### src/rtl/pt_pkg.sv
package pt_pkg;

  typedef enum logic [1:0] {
    ACC_READ  = 2'd0,
    ACC_WRITE = 2'd1,
    ACC_EXEC  = 2'd2,
    ACC_RSVD  = 2'd3
  } acc_e;

  typedef enum logic [1:0] {
    FLT_NONE  = 2'd0,
    FLT_LIMIT = 2'd1,
    FLT_ABSENT = 2'd2,
    FLT_PERM  = 2'd3
  } flt_e;

  typedef enum logic [2:0] {
    ST_IDLE,
    ST_FETCH,
    ST_CHECK,
    ST_WBACK,
    ST_RESP
  } st_e;

  // Entry bit positions; the frame number sits above FRAME_LSB.
  localparam int unsigned BIT_PRESENT = 0;
  localparam int unsigned BIT_RD      = 1;
  localparam int unsigned BIT_WR      = 2;
  localparam int unsigned BIT_EX      = 3;
  localparam int unsigned BIT_REF     = 4;
  localparam int unsigned BIT_DIRTY   = 5;
  localparam int unsigned BIT_NOCACHE = 6;
  localparam int unsigned FRAME_LSB   = 7;

endpackage

### src/rtl/pt_index.sv
module pt_index #(
  parameter int unsigned PN_W = 4,
  parameter int unsigned MA_W = 16
) (
  input  logic [PN_W-1:0] pn,
  input  logic [MA_W-1:0] base,
  input  logic [PN_W:0]   limit,
  output logic [MA_W-1:0] entry_addr,
  output logic            over_limit
);

  function automatic logic [MA_W-1:0] entry_address(input logic [MA_W-1:0] b,
                                                    input logic [PN_W-1:0] p);
    return b + MA_W'(p);
  endfunction

  function automatic logic beyond(input logic [PN_W-1:0] p, input logic [PN_W:0] l);
    return {1'b0, p} >= l;
  endfunction

  assign entry_addr = entry_address(base, pn);
  assign over_limit = beyond(pn, limit);

endmodule

### src/rtl/pt_entry_eval.sv
module pt_entry_eval
  import pt_pkg::*;
#(
  parameter int unsigned PFN_W = 4,
  parameter int unsigned OFF_W = 12,
  localparam int unsigned PTE_W = FRAME_LSB + PFN_W,
  localparam int unsigned PA_W  = PFN_W + OFF_W
) (
  input  logic [PTE_W-1:0] pte,
  input  logic [1:0]       acc,
  input  logic [OFF_W-1:0] offset,
  output logic [1:0]       fault,
  output logic [PTE_W-1:0] new_pte,
  output logic             need_wb,
  output logic [PA_W-1:0]  paddr
);

  function automatic logic allowed(input logic [PTE_W-1:0] e, input logic [1:0] a);
    case (a)
      ACC_READ:  return e[BIT_RD];
      ACC_WRITE: return e[BIT_WR];
      ACC_EXEC:  return e[BIT_EX];
      default:   return 1'b0;
    endcase
  endfunction

  function automatic logic [PA_W-1:0] join_addr(input logic [PFN_W-1:0] frame,
                                                input logic [OFF_W-1:0] off);
    return {frame, off};
  endfunction

  function automatic logic [PTE_W-1:0] mark(input logic [PTE_W-1:0] e, input logic [1:0] a);
    logic [PTE_W-1:0] r;
    r = e;
    r[BIT_REF] = 1'b1;
    if (a == ACC_WRITE) r[BIT_DIRTY] = 1'b1;
    return r;
  endfunction

  logic ok;

  always_comb begin
    if (!pte[BIT_PRESENT])   fault = FLT_ABSENT;
    else if (!allowed(pte, acc)) fault = FLT_PERM;
    else                     fault = FLT_NONE;
  end

  assign ok      = (fault == FLT_NONE);
  assign new_pte = ok ? mark(pte, acc) : pte;
  assign need_wb = ok && (new_pte != pte);
  assign paddr   = ok ? join_addr(pte[FRAME_LSB +: PFN_W], offset) : '0;

endmodule

### src/rtl/pt_translator.sv
module pt_translator
  import pt_pkg::*;
#(
  parameter int unsigned VA_W  = 16,
  parameter int unsigned OFF_W = 12,
  parameter int unsigned PFN_W = 4,
  parameter int unsigned MA_W  = 16,
  localparam int unsigned PN_W  = VA_W - OFF_W,
  localparam int unsigned PTE_W = FRAME_LSB + PFN_W,
  localparam int unsigned PA_W  = PFN_W + OFF_W
) (
  input  logic             clk,
  input  logic             rst_n,
  input  logic             req,
  input  logic [VA_W-1:0]  req_vaddr,
  input  logic [1:0]       req_acc,
  input  logic [MA_W-1:0]  ptbr,
  input  logic [PN_W:0]    ptlr,
  output logic             mem_rd_en,
  output logic             mem_wr_en,
  output logic [MA_W-1:0]  mem_addr,
  output logic [PTE_W-1:0] mem_wdata,
  input  logic [PTE_W-1:0] mem_rdata,
  output logic             ack,
  output logic [PA_W-1:0]  resp_paddr,
  output logic [1:0]       resp_fault,
  output logic [PTE_W-1:0] resp_pte
);

  st_e              state;
  logic [OFF_W-1:0] cur_off;
  logic [1:0]       cur_acc;
  logic [MA_W-1:0]  cur_eaddr;
  logic [1:0]       res_fault;
  logic [PA_W-1:0]  res_paddr;
  logic [PTE_W-1:0] res_pte;

  logic [MA_W-1:0]  idx_addr;
  logic             idx_over;
  logic [1:0]       ev_fault;
  logic [PTE_W-1:0] ev_pte;
  logic             ev_wb;
  logic [PA_W-1:0]  ev_paddr;

  // Named internal events for the checker.
  logic evt_accept;
  logic evt_check;

  assign evt_accept = (state == ST_IDLE) && req;
  assign evt_check  = (state == ST_CHECK);

  pt_index #(.PN_W(PN_W), .MA_W(MA_W)) i_index (
    .pn         (req_vaddr[VA_W-1:OFF_W]),
    .base       (ptbr),
    .limit      (ptlr),
    .entry_addr (idx_addr),
    .over_limit (idx_over)
  );

  pt_entry_eval #(.PFN_W(PFN_W), .OFF_W(OFF_W)) i_eval (
    .pte     (mem_rdata),
    .acc     (cur_acc),
    .offset  (cur_off),
    .fault   (ev_fault),
    .new_pte (ev_pte),
    .need_wb (ev_wb),
    .paddr   (ev_paddr)
  );

  always_ff @(posedge clk or negedge rst_n) begin
    if (!rst_n) begin
      state     <= ST_IDLE;
      cur_off   <= '0;
      cur_acc   <= '0;
      cur_eaddr <= '0;
      res_fault <= FLT_NONE;
      res_paddr <= '0;
      res_pte   <= '0;
    end else begin
      case (state)
        ST_IDLE: begin
          if (evt_accept) begin
            cur_off   <= req_vaddr[OFF_W-1:0];
            cur_acc   <= req_acc;
            cur_eaddr <= idx_addr;
            if (idx_over) begin
              res_fault <= FLT_LIMIT;
              res_paddr <= '0;
              res_pte   <= '0;
              state     <= ST_RESP;
            end else begin
              state <= ST_FETCH;
            end
          end
        end
        ST_FETCH: state <= ST_CHECK;
        ST_CHECK: begin
          res_fault <= ev_fault;
          res_paddr <= ev_paddr;
          res_pte   <= ev_pte;
          state     <= ev_wb ? ST_WBACK : ST_RESP;
        end
        ST_WBACK: state <= ST_RESP;
        ST_RESP:  state <= ST_IDLE;
        default:  state <= ST_IDLE;
      endcase
    end
  end

  assign mem_rd_en  = (state == ST_FETCH);
  assign mem_wr_en  = (state == ST_WBACK);
  assign mem_addr   = cur_eaddr;
  assign mem_wdata  = res_pte;
  assign ack        = (state == ST_RESP);
  assign resp_paddr = res_paddr;
  assign resp_fault = res_fault;
  assign resp_pte   = res_pte;

endmodule

### config.mk
export PLATFORM = sky130hd
export DESIGN_NAME = pt_translator
export DESIGN_NICKNAME = d
export VERILOG_FILES = /design/src/rtl/pt_pkg.sv /design/src/rtl/pt_index.sv /design/src/rtl/pt_entry_eval.sv /design/src/rtl/pt_translator.sv
export SDC_FILE = /design/constraint.sdc
export NUM_CORES = 1
export LEC_CHECK = 0
export ABC_AREA = 1
export BUFFER_PORTS_ARGS = -buffer_cell sky130_fd_sc_hd__buf_2
export CORE_MARGIN = 5
export CORE_UTILIZATION = 50
export DETAILED_ROUTE_END_ITERATION = 10
export PLACE_DENSITY = 0.8
export SLEW_MARGIN = 0
export SYNTH_ARGS = -nofsm -noshare
export SYNTH_HDL_FRONTEND = slang
export SYNTH_SLANG_ARGS = --single-unit
### constraint.sdc
create_clock -name clk -period 3.4 [get_ports clk]
set_input_delay 0.17 -clock clk [delete_from_list [all_inputs] [get_ports clk]]
set_output_delay 0.17 -clock clk [all_outputs]
set_load 0.05 [all_outputs]
==> out/metrics.cfg, run 1 <==
[critical_path]
r2r_end = resp_paddr[14]
crit_fanout = 26
setup.worst_path.end = resp_paddr[14]
cp_slowest_cell = nor2_2
r2r_slack_ps = 1500
path_class = reg2reg
cpPeakStageDelay_ps = 740
r2r_cells = 5
cp_cell_sequence = inv_1, nand2_1, nor2_2, nand2_1, o21ai_1
crit_arrival_ps = 2140
worst_path_most_repeated_cell = nand2_1
cp.required_ps = 3640
endpoint_kind = flop
critPathLaunchType = flop
worstReg2RegStart = state[2]
startpoint = state[2]

[synthesis]
synth_cells = 409
synth_top_area_frac = 0.486
synth_nets = 471
synth_cell_types = 26
netlist_area_um2 = 3190
yosysWarnings = 0
yosysTopAreaCell = dfrtp_1
synthTopCellsByArea = dfrtp_1 49%, nand2_1 22%, nand3_1 5.6%
synth_area_per_cell_um2 = 7.80
ys_seq_elements = 62
ys_seq_area_frac = 0.486

[grt]
grt_max_degree = 39
antenna_found_initial = 0
grt_pass1_vias = 2785
grt_pass1_wl_mm = 12.7
grt_overflow = 0
track_usage = 0.189

[cts]
cts_root_buf = clkbuf_8
path_clk_slew_ps = 70
cts_buffers = 9
cts_buffer_depth = 2
cts_tree = yes
postCtsSetupBuffers = 0
htreeDepth = 3
cts_sinks = 62
cts_resized = 0
clk_latency_ps = 330

[die]
rows = 29
start_util = 0.508
die_width_um = 89.9
ios = 112
dieArea_um2 = 8080
chipHeight_um = 89.9
core_um2 = 6280

[cells_and_area]
drive_gt1_frac = 0.269
n_antenna_cell = 0
final_core_util = 0.618
area_growth_syn_to_layout_pct = 21.7
final_common_cell = nand2_1
nNetsFinal = 573
mostFrequentLayoutCells = 185 x nand2_1, 111 x buf_2, 62 x dfrtp_1
stdcell_area_um2 = 3880
fillers = 582

[power]
p_leak_nw = 2.35
ir_drop_mv = 0.902
powerDensity_nw_per_um2 = 1040

[placement]
placed_area_um2 = 3680
place_ws_ps = 1480
dp_hpwl_mm = 5.62
place.gp.congestion = 0.842
portBuffers = 111

[route]
dr.pass1.iters = 4
wl_mm = 7.52
drtIter0Drc = 143
drc = 0
wl_per_cell_um = 12.7
vias_per_cell = 4.87
via_count = 2885
drtAntennaViolNets = 0

[sta]
rsz0062_at_grt = no
period_needed_ps = 1900
setup_viol = 0
fmax_mhz = 527
drv_slew = 0
max_slew.worst_pin.slew_ps = 962
slew_headroom = 0.358
skew_ps = 5.97
setup_tns_ps = 0
hold_violations = 0
period_share = 0.558
fin_ws_ps = 1500

[outcome]
status = finished, final reports clean

[min_path]
holdCritPathClass = in2reg

[job]
drv_cap = 0

## through the flow
step,power [mW],std cells,hold slack [ps]
after floorplan,3.09,409,-126
after global placement,3.40,576,302
after detailed placement,3.46,576,311
after CTS,4.07,593,13.7
after global routing,4.28,593,26.8
final,4.03,593,31.1
## cells in the mapped netlist (all sizes together)
cell,n
nand4,4
clkbuf,1
clkinv,1
nand2,188
nor3,3
o21ai,19
inv,37
ha,8
dfrtp,62
buf,21
xor2,3
a21oi,4
nand3,36
fa,1
nor2,18
or2,3
## area by class of cell
cell class / count / area [µm²] / area share
multi-input combinational: 287 / 1330 / 0.343
clock inverter: 3 / 17.5 / 0.00451
clock buffer: 13 / 169 / 0.0435
timing repair buffer: 113 / 573 / 0.148
inverter: 38 / 144 / 0.0371
tap: 77 / 96.3 / 0.0248
sequential: 62 / 1550 / 0.400
## timing repair
item                       in CTS  in global routing
hold endpoints to repair       37                  0
hold buffers                    1                  0
setup endpoints to repair       0                  0
## power breakdown
part | total, mW | internal, mW | switching (mW)
clock network | 0.603 | 0.322 | 0.281
registers | 1.25 | 1.05 | 0.199
logic | 2.18 | 0.475 | 1.70
## metal layers
layer  track usage  vias to the layer above  share of wire
met1         0.237                     1316           0.43
met5             0                        -              0
met2         0.314                       94           0.49
met3        0.0543                        5          0.070
met4        0.0633                        0          0.010
li1              -                     1470              -
## cells by family (layout without fill, tap and decap cells)
group,after synthesis,in the layout,share of synthesized area
xor gates and xnor gates,3,3,0.00824
adders and majority gates,9,9,0.0377
DFF,62,62,0.486
AOI/OAI and AO/OA,23,23,0.0384
buffers and inverters,60,167,0.0965
and+or+nand+nor,252,252,0.333
## critical path, delay by kind of cell (launching register included)
family | cells | cell delay, ps
flops | 1 | 450
buf+inv | 1 | 160
compound gates | 1 | 190
simple gates | 3 | 1010
## state kept, by name (all words and copies together) (netlist names)
name        count
mem_addr       16
resp_paddr     16
cur_off        12
mem_wdata      11
state           3
cur_acc         2
resp_fault      2
## how the worst min path moves through the flow
stage / startpoint / endpoint / slack, ps / depth (start not counted)
2_1_floorplan: rst_n / cur_acc[0] / -130 / 0
3_3_place_gp: rst_n / resp_paddr[0] / 300 / 1
3_5_place_dp: rst_n / resp_paddr[1] / 310 / 1
4_1_cts: req_vaddr[3] / cur_off[3] / 10 / 3
5_1_grt: req_vaddr[3] / cur_off[3] / 30 / 3
6_report: req_vaddr[3] / cur_off[3] / 30 / 3
Note: power is estimated with default switching activity, not from simulation.
==> run 2, diff against run 1 <==
--- a/config.mk
+++ b/config.mk
@@ -8,9 +8,9 @@
 export ABC_AREA = 1
 export BUFFER_PORTS_ARGS = -buffer_cell sky130_fd_sc_hd__buf_2
 export CORE_MARGIN = 5
-export CORE_UTILIZATION = 50
+export CORE_UTILIZATION = 45
 export DETAILED_ROUTE_END_ITERATION = 10
-export PLACE_DENSITY = 0.8
+export PLACE_DENSITY = 0.76
 export SLEW_MARGIN = 0
 export SYNTH_ARGS = -nofsm -noshare
 export SYNTH_HDL_FRONTEND = slang
==> constraint.sdc (replaced) <==
create_clock -name clk -period 1.5 [get_ports clk]
set_input_delay 0.075 -clock clk [delete_from_list [all_inputs] [get_ports clk]]
set_output_delay 0.075 -clock clk [all_outputs]
set_load 0.05 [all_outputs]
==> run 2 against run 1 <==
Cell count up 8.9%; first-iteration DRC count down 4.9%; critical path type is now reg2out; critical path depth down 2; largest cell class unchanged; routed wire length up 6.2%.
==> out/metrics.cfg, run 2 (synthesis results as in run 1) <==
[outcome]
status = finished, final reports clean

[power]
total_power_mw = 9.41  ; +130%
p_leak_nw = 2.50  ; +6.5%
powerDensity_nw_per_um2 = 2210  ; +110%
ir_drop_mv = 1.04  ; +15%

[route]
wl_mm = 7.99  ; +6.2%
drc = 0  ; unchanged
wl_per_cell_um = 12.4  ; -2.5%
drtIter0Drc = 136  ; -4.9%
via_count = 3013  ; +4.4%
drtAntennaViolNets = 0  ; unchanged
vias_per_cell = 4.66  ; -4.1%
dr.pass1.iters = 4  ; unchanged

[cts]
cts_sinks = 62  ; unchanged
cts_buffer_depth = 2  ; unchanged
htreeDepth = 3  ; unchanged
cts_root_buf = clkbuf_8
cts_tree = yes
path_clk_slew_ps = 60  ; about the same
clk_latency_ps = 320  ; about the same
cts_buffers = 9  ; unchanged

[grt]
grt_pass1_vias = 3036  ; +9.0%
grt.busiest_layer = met2
met2_usage = 0.327  ; +0.0128
track_usage = 0.189  ; -0.000356
grt_overflow = 0  ; unchanged
antenna_found_initial = 0  ; unchanged
grt_pass1_wl_mm = 13.3  ; +5.2%
grt.met1_usage = 0.221  ; -0.0157
grtUsageMet3 = 0.0505  ; -0.00378
grt_max_degree = 63  ; +62%

[placement]
place.gp.congestion = 0.899  ; +6.8%
dp_hpwl_mm = 5.89  ; +4.9%
portBuffers = 111  ; unchanged
place_ws_ps = -89.5  ; -1570 ps

[min_path]
holdCritPathClass = in2reg
hold_start = mem_rdata[4]
holdPathEnd = mem_wdata[4]
worstHoldPathCells = 3  ; unchanged

[critical_path]
critPathLaunchType = flop
r2r_cells = 7  ; +2
r2r_end = cur_acc[0]
crit_arrival_ps = 1360  ; -780 ps
worstReg2RegStart = state[0]
cp.required_ps = 1420  ; -2220 ps
r2r_slack_ps = 110  ; -1390 ps
crit_fanout = 3  ; -88%
path_class = reg2out
endpoint_kind = output port

[cells_and_area]
multi_input_area_um2 = 1330  ; unchanged
area_growth_syn_to_layout_pct = 33.3
final_common_cell = nand2_1
ff_latch_area_um2 = 1550  ; about the same
fillers = 606  ; +4.1%
mostFrequentLayoutCells = 185 x nand2_1, 110 x buf_2, 61 x dfrtp_1
nNetsFinal = 607  ; +5.9%
drive_gt1_frac = 0.280  ; +0.0106
n_antenna_cell = 0  ; unchanged
final_core_util = 0.622  ; +0.00405

[sta]
rsz0062_at_grt = no
fmax_mhz = 695
fin_ws_ps = 61.0  ; -1440 ps
fin_hold_ws_ps = 28.0  ; -3.08 ps
skew_ps = 8.71  ; +2.74 ps
period_needed_ps = 1440
slew_headroom = 0.781  ; +0.423
max_slew.worst_pin.slew_ps = 327  ; -636 ps
period_share = 0.959
drv_slew = 0  ; unchanged
hold_violations = 0  ; unchanged
setup_viol = 0  ; unchanged

[die]
core_um2 = 6830  ; +8.8%
start_util = 0.467  ; -0.0412
chipHeight_um = 94.2  ; +4.8%
rows = 30  ; +3.4%
dieArea_um2 = 8870  ; +9.8%
die_width_um = 94.2  ; +4.8%
ios = 112  ; unchanged

[job]
drv_cap = 0  ; unchanged

## run 2: final cells by class
type,count,share of cell area
clock buffers,9,0.0291
clock inverters,7,0.00971
inverters,38,0.0347
multi-input cells,287,0.313
flip-flops and latches,62,0.365
well taps,96,0.0283
repair buffers,147,0.220
## run 2: how the worst max path moves through the flow
stage                       start            to  slack [ps]  cells past startpoint
floorplan                state[2]      state[2]          60                      3
global placement    req_vaddr[12]  mem_addr[10]         -40                     11
detailed placement  req_vaddr[12]  mem_addr[10]         -90                     11
CTS                      state[2]     mem_rd_en           2                      4
global route             state[0]    cur_acc[0]          10                      7
finish                   state[0]           ack          60                      3
## run 2: worst max-delay path, stage by stage, from the launching register on
cell	delay, ps
dfrtp_1	380
or2_4	290
nor2_1	110
buf_2	270
## run 2: stage by stage
stage	instances	instance area [µm²]	TNS, ps
finish	646	4250	0
global route	646	4250	0
CTS	645	4220	0
detailed placement	606	3830	-235
global placement	606	3830	-44.0
floorplan	409	3190	0
## run 2: report_power, final
group	switching, mW	internal, mW	leakage, nW
registers	0.414	2.39	0.798
clock network	0.643	0.586	0.0885
logic	3.99	1.40	1.61
## run 2: what timing repair did
| item | 4_1_cts | 5_1_grt |
|---|---|---|
| setup buffers | 0 | 1 |
| setup endpoints to repair | 0 | 12 |
| hold buffers | 23 | 0 |
| endpoints found under the hold margin | 84 | 0 |
| resized for setup | 0 | 4 |
## run 2: layer usage
layer,up-vias,wire [µm]
met5,-,0
met4,0,116
met3,12,607
met2,88,3940
met1,1380,3330
li1,1533,-
==> run 3, diff against run 2 <==
--- a/config.mk
+++ b/config.mk
@@ -7,10 +7,12 @@
 export LEC_CHECK = 0
 export ABC_AREA = 1
 export BUFFER_PORTS_ARGS = -buffer_cell sky130_fd_sc_hd__buf_2
+export CELL_PAD_IN_SITES_DETAIL_PLACEMENT = 0
+export CELL_PAD_IN_SITES_GLOBAL_PLACEMENT = 1
 export CORE_MARGIN = 5
-export CORE_UTILIZATION = 45
+export CORE_UTILIZATION = 32
 export DETAILED_ROUTE_END_ITERATION = 10
-export PLACE_DENSITY = 0.76
+export PLACE_DENSITY_LB_ADDON = 0.1
 export SLEW_MARGIN = 0
 export SYNTH_ARGS = -nofsm -noshare
 export SYNTH_HDL_FRONTEND = slang
==> run 3 against run 2 <==
Clock power is 34% higher; register-to-register slack hardly changed; sequential share of layout area is 1.1 points lower; via count is 2.9% lower; count of clock-buffer cells in the layout stayed put.
==> out/metrics.cfg, run 3 (synthesis results as in run 1) <==
[critical_path]
cp.required_ps = 1420  ; about the same
endpoint_kind = output port
crit_arrival_ps = 1320  ; -40 ps
worstReg2RegStart = state[0]
r2r_end = resp_paddr[14]
path_class = reg2out
r2r_cells = 7  ; unchanged
crit_fanout = 4  ; +1
r2r_slack_ps = 110  ; about the same
critPathLaunchType = flop

[route]
via_count = 2925  ; -2.9%
vias_per_cell = 4.26  ; -8.6%
drc = 0  ; unchanged
drtIter0Drc = 121  ; -11%
wl_mm = 8.36  ; +4.6%
wl_per_cell_um = 12.2  ; -1.5%
dr.pass1.iters = 4  ; unchanged
drtAntennaViolNets = 0  ; unchanged

[grt]
grt_pass1_wl_mm = 13.6  ; +1.7%
grt_max_degree = 63  ; unchanged
grt_overflow = 0  ; unchanged
track_usage = 0.142  ; -0.0465
grt_pass1_vias = 2895  ; -4.6%
antenna_found_initial = 0  ; unchanged

[placement]
dp_hpwl_mm = 6.00  ; +1.9%
portBuffers = 111  ; unchanged
place.gp.congestion = 0.808  ; -10%

[die]
core_um2 = 9730  ; +42%
start_util = 0.328  ; -0.139
die_width_um = 110  ; +17%
ios = 112  ; unchanged
dieArea_um2 = 12100  ; +36%
rows = 36  ; +20%
chipHeight_um = 110  ; +17%

[sta]
drv_slew = 0  ; unchanged
slew_headroom = 0.762  ; -0.0190
setup_viol = 0  ; unchanged
max_slew.worst_pin.slew_ps = 355  ; +28.2 ps
fmax_mhz = 715  ; +2.8%
hold_violations = 0  ; unchanged
rsz0062_at_grt = no
skew_ps = 8.37  ; -0.347 ps
period_needed_ps = 1400  ; -39.7 ps
period_share = 0.933  ; -0.0265
fin_hold_ws_ps = 44.4  ; +16.4 ps
setup_tns_ps = 0  ; unchanged

[cts]
cts_sinks = 62  ; unchanged
clk_latency_ps = 330  ; about the same
cts_root_buf = clkbuf_8
cts_tree = yes
postCtsSetupBuffers = 0  ; unchanged
htreeDepth = 3  ; unchanged
cts_buffer_depth = 2  ; unchanged
path_clk_slew_ps = 70  ; about the same
cts_buffers = 9  ; unchanged

[min_path]
worstHoldPathCells = 5  ; +2
holdCritPathClass = in2reg
hold_start = ptbr[15]
holdPathEnd = mem_addr[15]

[cells_and_area]
n_antenna_cell = 0  ; unchanged
area_growth_syn_to_layout_pct = 37.4
fillers = 1049  ; +73%
multi_input_area_um2 = 1340  ; +0.38%
mostFrequentLayoutCells = 185 x nand2_1, 109 x buf_2, 62 x dfrtp_1
drive_gt1_frac = 0.277  ; -0.00333
final_common_cell = nand2_1
nNetsFinal = 610  ; +0.49%
ff_latch_area_um2 = 1550  ; about the same
final_core_util = 0.450  ; -0.172

[outcome]
status = finished, final reports clean

[power]
ir_drop_mv = 1.05  ; +1.5%
powerDensity_nw_per_um2 = 2240  ; +1.3%
p_leak_nw = 2.54  ; +1.5%

[job]
drv_cap = 0  ; unchanged

-- run 3: area by class of cell --
type / count / area share
flip-flops and latches: 62 / 0.354
multi-input cells: 287 / 0.305
repair buffers: 150 / 0.219
well taps: 133 / 0.0380
inverters: 38 / 0.0337
clock buffers: 9 / 0.0283
clock inverters: 7 / 0.0223
-- run 3: worst max-delay path by stage --
stage | from | to | slack [ps]
6_report | state[2] | mem_rd_en | 100
4_1_cts | state[0] | ack | 50
5_1_grt | state[2] | mem_rd_en | 4
2_1_floorplan | state[2] | state[2] | 60
3_3_place_gp | req_vaddr[12] | mem_addr[10] | -10
3_5_place_dp | req_vaddr[12] | mem_addr[10] | -40
-- run 3: through the flow --
stage               std cells  instance area (µm²)  power (mW)  setup slack [ps]
global placement          645                 3890        8.15             -12.7
floorplan                 409                 3190        6.99              60.8
CTS                       686                 4360        9.92              53.1
detailed placement        645                 3890        8.19             -40.8
finish                    686                 4380        9.84               101
global route              686                 4380        10.5              4.35
-- run 3: metal layers --
layer | global-route usage | wire, µm | vias to the layer above
li1 | - | - | 1537
met1 | 0.187 | 3950 | 1314
met2 | 0.232 | 3860 | 72
met4 | 0.0347 | 36 | 0
met5 | 0 | 0 | -
met3 | 0.0388 | 517 | 2
-- run 3: critical path: stages (launching register included) --
cell	delay [ps]
dfrtp_1	450
inv_1	150
nand2_1	80
nor2_1	80
clkbuf_4	230
-- run 3: report_power, final --
group	internal (mW)	leakage [nW]	total, mW	switching, mW
sequential	2.38	0.799	2.80	0.417
combinational	1.39	1.63	5.38	3.99
clock	0.941	0.106	1.65	0.710
total	4.72	2.54	9.84	5.12
-- run 3: timing repair --
item	4_1_cts	5_1_grt
endpoints found under the setup margin	0	18
hold buffers	25	0
resized for setup	0	8
endpoints found under the hold margin	89	0
